--- config.mk ---
export PLATFORM = sky130hd
export DESIGN_NAME = fr_bank_mapper
export DESIGN_NICKNAME = d
export VERILOG_FILES = /design/src/rtl/fr_map_pkg.sv /design/src/rtl/fr_mode_dec.sv /design/src/rtl/fr_sel_reg.sv /design/src/rtl/fr_addr_gen.sv /design/src/rtl/fr_bank_mapper.sv
export SDC_FILE = /design/constraint.sdc
export NUM_CORES = 1
export LEC_CHECK = 0
export ABC_AREA = 1
export BUFFER_PORTS_ARGS = -buffer_cell sky130_fd_sc_hd__buf_4
export CAP_MARGIN = 20
export CORE_MARGIN = 4
export CORE_UTILIZATION = 42
export DETAILED_ROUTE_END_ITERATION = 16
export HOLD_SLACK_MARGIN = 0.03
export PLACE_DENSITY = 0.94
export SLEW_MARGIN = 25
export SYNTH_ARGS = -nofsm -noshare
export SYNTH_HDL_FRONTEND = slang
export SYNTH_SLANG_ARGS = --single-unit
--- constraint.sdc ---
create_clock -name clk -period 5.7 [get_ports clk]
set_input_delay 1.71 -clock clk [delete_from_list [all_inputs] [get_ports clk]]
set_output_delay 1.71 -clock clk [all_outputs]
set_load 0.05 [all_outputs]
--- src/rtl/fr_map_pkg.sv ---
package fr_map_pkg;
  // Addressing mode chosen by the operand value
  typedef enum logic [1:0] {
    AM_IND  = 2'd0,
    AM_DIR  = 2'd1,
    AM_SEMI = 2'd2
  } am_e;
endpackage

--- src/rtl/fr_mode_dec.sv ---
module fr_mode_dec
  import fr_map_pkg::*;
#(
  parameter int IDX_W = 4
) (
  input  logic [IDX_W:0] opnd,
  output am_e            mode
);
  always_comb begin
    if (opnd == '0)          mode = AM_IND;
    else if (opnd[IDX_W])    mode = AM_SEMI;
    else                     mode = AM_DIR;
  end
endmodule

--- src/rtl/fr_sel_reg.sv ---
module fr_sel_reg #(
  parameter int IDX_W  = 4,
  parameter int BANK_W = 4,
  localparam int FSR_W = IDX_W + BANK_W
) (
  input  logic              clk,
  input  logic              rst_n,
  input  logic              wr_en,
  input  logic [FSR_W-1:0]  wr_val,
  input  logic              bank_set,
  input  logic [BANK_W-2:0] bank_val,
  input  logic              hi_set,
  input  logic              hi_clr,
  output logic [FSR_W-1:0]  fsr_q
);
  always_ff @(posedge clk) begin
    if (!rst_n) begin
      fsr_q <= '0;
    end else if (wr_en) begin
      // full pointer write through its mapped slot wins
      fsr_q <= wr_val;
    end else begin
      if (bank_set) fsr_q[FSR_W-2:IDX_W] <= bank_val;
      if (hi_set)      fsr_q[FSR_W-1] <= 1'b1;
      else if (hi_clr) fsr_q[FSR_W-1] <= 1'b0;
    end
  end
endmodule

--- src/rtl/fr_addr_gen.sv ---
module fr_addr_gen
  import fr_map_pkg::*;
#(
  parameter int IDX_W  = 4,
  parameter int BANK_W = 4,
  localparam int FSR_W = IDX_W + BANK_W
) (
  input  am_e               mode,
  input  logic [IDX_W:0]    opnd,
  input  logic [FSR_W-1:0]  fsr,
  output logic              glob,
  output logic [BANK_W-1:0] bank,
  output logic [IDX_W-1:0]  idx,
  output logic              nul
);
  logic [BANK_W-1:0] fsr_bank;
  logic [IDX_W-1:0]  fsr_idx;

  assign fsr_bank = fsr[FSR_W-1:IDX_W];
  assign fsr_idx  = fsr[IDX_W-1:0];

  always_comb begin
    glob = 1'b1;
    bank = '0;
    idx  = opnd[IDX_W-1:0];
    nul  = 1'b0;
    case (mode)
      AM_DIR: begin
        // globals only, pointer not consulted
      end
      AM_SEMI: begin
        glob = 1'b0;
        bank = fsr_bank;
      end
      AM_IND: begin
        idx = fsr_idx;
        if (fsr_bank != '0) begin
          glob = 1'b0;
          bank = fsr_bank;
        end
        nul = (fsr == '0);
      end
      default: begin
        nul = 1'b1;
      end
    endcase
  end
endmodule

--- src/rtl/fr_bank_mapper.sv ---
module fr_bank_mapper
  import fr_map_pkg::*;
#(
  parameter int IDX_W    = 4,
  parameter int BANK_W   = 4,
  parameter int FSR_PORT = 4,
  localparam int FSR_W   = IDX_W + BANK_W
) (
  input  logic              clk,
  input  logic              rst_n,
  input  logic              acc_en,
  input  logic [IDX_W:0]    acc_opnd,
  input  logic              acc_wr,
  input  logic [FSR_W-1:0]  acc_wdata,
  input  logic              bank_set,
  input  logic [BANK_W-2:0] bank_val,
  input  logic              hi_set,
  input  logic              hi_clr,
  input  logic [FSR_W-1:0]  ram_rdata,
  output logic              map_glob,
  output logic [BANK_W-1:0] map_bank,
  output logic [IDX_W-1:0]  map_reg,
  output logic              map_we,
  output logic [FSR_W-1:0]  rd_data,
  output logic [FSR_W-1:0]  fsr_q
);
  localparam logic [IDX_W-1:0] PORT_IDX = IDX_W'(FSR_PORT);

  am_e  mode;
  logic nul;
  logic port_sel;
  logic fsr_wr;

  fr_mode_dec #(.IDX_W(IDX_W)) u_dec (
    .opnd (acc_opnd),
    .mode (mode)
  );

  fr_addr_gen #(.IDX_W(IDX_W), .BANK_W(BANK_W)) u_gen (
    .mode (mode),
    .opnd (acc_opnd),
    .fsr  (fsr_q),
    .glob (map_glob),
    .bank (map_bank),
    .idx  (map_reg),
    .nul  (nul)
  );

  // the pointer lives here, not in the RAM
  assign port_sel = map_glob && (map_reg == PORT_IDX);
  assign fsr_wr   = acc_en && acc_wr && port_sel;
  assign map_we   = acc_en && acc_wr && !nul && !port_sel;

  always_comb begin
    if (nul)           rd_data = '0;
    else if (port_sel) rd_data = fsr_q;
    else               rd_data = ram_rdata;
  end

  fr_sel_reg #(.IDX_W(IDX_W), .BANK_W(BANK_W)) u_fsr (
    .clk      (clk),
    .rst_n    (rst_n),
    .wr_en    (fsr_wr),
    .wr_val   (acc_wdata),
    .bank_set (bank_set),
    .bank_val (bank_val),
    .hi_set   (hi_set),
    .hi_clr   (hi_clr),
    .fsr_q    (fsr_q)
  );
endmodule

==> run metrics <==
status finished clean; actual slew at the worst max-slew pin 559 ps; setup TNS 0 ps; GP Congestion 0.825; Post-synth top cells 29 x nand2_1, 16 x nor2_1, 15 x inv_1, 11 x a21oi_1, 8 x dfxtp_1; Worst EP required 3990 ps; Worst path slowest cell o21bai_4; Cell Pwr Density roughly 160 nW/µm²; Buffers on Ports 56; number of synthesized flops with an enable pin 0; Main synth FF type dfxtp_1; Die H roughly 50 µm; Logic pwr share 47.8%; final setup fails 0; CTS Buf Count 3; Critical Path AT between 3000 and 4000 ps; vias in the first global route 917; number of fill cells 134; worst hold start u_fsr.fsr_q[1]$_SDFFE_PN0P_; Peak Freq 0.204 GHz; clock buffer depth 2; clock latency on the worst-skew pair 250 ps; Biggest register u_fsr.fsr_q; most common cell in the netlist nand2_1; sw power 78.2 µW; critical path type in2out; largest net degree at the start of global routing 15; residual DRC count 0; FF-to-FF path depth 10; FF+latch count, synth 8; top-area cell type share of the netlist area 21.3%; origin of the critical flop-to-flop path u_fsr.fsr_q[7]$_SDFFE_PN0P_; first-pass GRT wire length 3850 µm; multi-input logic area 509 µm²; Crit. End Element output pin; setup bufs post-CTS 0; area of the mapped netlist 752 µm²; Yosys top cell by area dfxtp_1; Max Slew Vio Count 0; routed len/inst about 12 µm; vias post-DR 939; max reg flops 8; Pre-antenna DRT Iters 4; Post-CTS Resized 0; switch share about 40%; clk slew on worst S/H paths 50 ps; Power Internal 116 µW; R2R Path End u_fsr.fsr_q[4]$_SDFFE_PN0P_; slew margin rel. between 60 and 70%; Ports 57; First DRT Iteration DRCs 15; ANT cells 0; Tmin final around 5000 ps; Worst Path Max Fanout 12; FFs w/ async S/R, synth 0%; Tcrit/Tclk final 85.9%; Setup Skew 3.99 ps; Mapped Cells 116; CTS Root Cell clkbuf_4; Nets 206; max-cap viol count 0; PnR Total Power 195 µW; final antenna-violating net count 0; Net Count, Synth around 150; most area-consuming cells after synthesis dfxtp_1 21%, nand2_1 14%, nor2_1 8.0%, inv_1 7.5%, a21oi_1 7.3%; initial antenna violation count 0; cts hold-fix bufs 0; core box area approximately 1700 µm²; Hold Crit Depth 2; Crit path largest cell delay about 220 ps; FF-to-FF setup slack 4070 ps; Yosys Warn Count 0; Cell variety after synth 24; sequential share of power 30.9%; VDD IR max 0.000113 V; share of layout cells above drive strength 1 44.5%; die footprint 2530 µm²; clock share of power 21.2%; via-per-instance ratio 4.74; Initial Utilization 44.0%; CTS Sinks 8; row count 15; H-tree depth 1; post-synthesis sequential area ratio between 20% and 30%; gr usage total 19.3%; grt ovf 0; Area Growth Syn to Fin 60.1%; top flop regs u_fsr.fsr_q: 8 flops; Post-Syn Area per Cell roughly 6.5 µm²; critical path startpoint category input pin; final hold viol count 0; Worst Hold Path EP u_fsr.fsr_q[1]$_SDFFE_PN0P_; RSZ-0062 raised after global routing false; CTS tree yes; P_leak 0.000608 µW; die width 50.3 µm; worst-path cell chain buf_4 -> nor2_4 -> nand3_4 -> o21bai_4 -> nand3_2 -> nor2_4 -> nand2_1 -> a21oi_1 -> buf_4; class of the worst hold path reg2reg; Seq. cell area 160 µm²; HPWL Detailed 2140 µm; WL final 2420 µm
worst max-delay path: cells and delay by family:
kind | cells | cell delay (ps)
and+or+nand+nor | 5 | 740
AOI/OAI and AO/OA | 2 | 390
buffers and inverters | 2 | 340
how the worst max path moves through the flow:
stage,startpoint,endpoint,slack (ps),cells past startpoint
global placement,acc_opnd[2],rd_data[2],900,9
finish,acc_opnd[2],rd_data[1],800,9
CTS,acc_opnd[0],rd_data[1],800,9
detailed placement,acc_opnd[2],rd_data[1],800,9
global route,acc_opnd[4],rd_data[6],660,9
floorplan,acc_opnd[4],map_we,130,8
layout make-up:
| class | count | share of cell area [%] |
|---|---|---|
| Clock buffer | 3 | 1.87 |
| Inverter | 16 | 4.99 |
| Multi-Input combinational cell | 90 | 42.3 |
| Sequential cell | 8 | 13.3 |
| Tap cell | 25 | 2.60 |
| Timing Repair Buffer | 56 | 34.9 |
cells in the final DEF (no fill, tap or decap):
| cell type | n |
|---|---|
| buf_4 | 56 |
| o21bai_2 | 1 |
| dfxtp_1 | 8 |
| nor3_2 | 1 |
| nand2_1 | 29 |
| a21oi_2 | 1 |
| a21oi_1 | 11 |
| nor2_2 | 3 |
| o21bai_4 | 1 |
| nor2_4 | 4 |
| nand2_2 | 2 |
| nor2_1 | 16 |
| nand3_1 | 5 |
| or4_1 | 1 |
| o21ai_1 | 5 |
| nand4_1 | 2 |
| nor3_1 | 2 |
| nand4_4 | 1 |
| nand3b_1 | 2 |
| inv_2 | 1 |
| nand3_4 | 1 |
| o21ai_4 | 1 |
| clkbuf_4 | 3 |
| inv_1 | 15 |
| nand3_2 | 1 |
routing by layer:
| layer | vias to the layer above | wire [µm] | GRT usage (%) |
|---|---|---|---|
| met5 | - | 0 | 0 |
| met4 | 0 | 0 | 5.83 |
| met3 | 0 | 156 | 2.97 |
| met2 | 31 | 1310 | 37.4 |
| met1 | 419 | 956 | 21.2 |
| li1 | 489 | - | - |
power groups by stage:
| stage | Combinational (µW) | Clock (µW) | Sequential [µW] |
|---|---|---|---|
| floorplan | 51.3 | 0 | 67.3 |
| global placement | 91.3 | 0 | 61.2 |
| global route | 98.2 | 45.0 | 60.4 |
| CTS | 93.5 | 43.7 | 60.1 |
| detailed placement | 93.3 | 0 | 61.2 |
| finish | 93.1 | 41.3 | 60.2 |
per-stage QoR:
step	cell area (µm²)	cells	util, %	hold slack (ps)	setup slack [ps]
3_3_place_gp	1180	195	69.2	521	900
4_1_cts	1200	198	70.5	547	796
6_report	1200	198	70.5	550	801
5_1_grt	1200	198	70.5	568	659
3_5_place_dp	1180	195	69.2	540	803
2_1_floorplan	752	116	-	729	133
kinds of logic after synthesis:
group	Yosys count	synth area share, %
and+or+nand+nor	70	49.7
buffers and inverters	18	11.0
AOI/OAI and AO/OA	20	18.0
DFF	8	21.3
(Power assumes the default switching activity.)
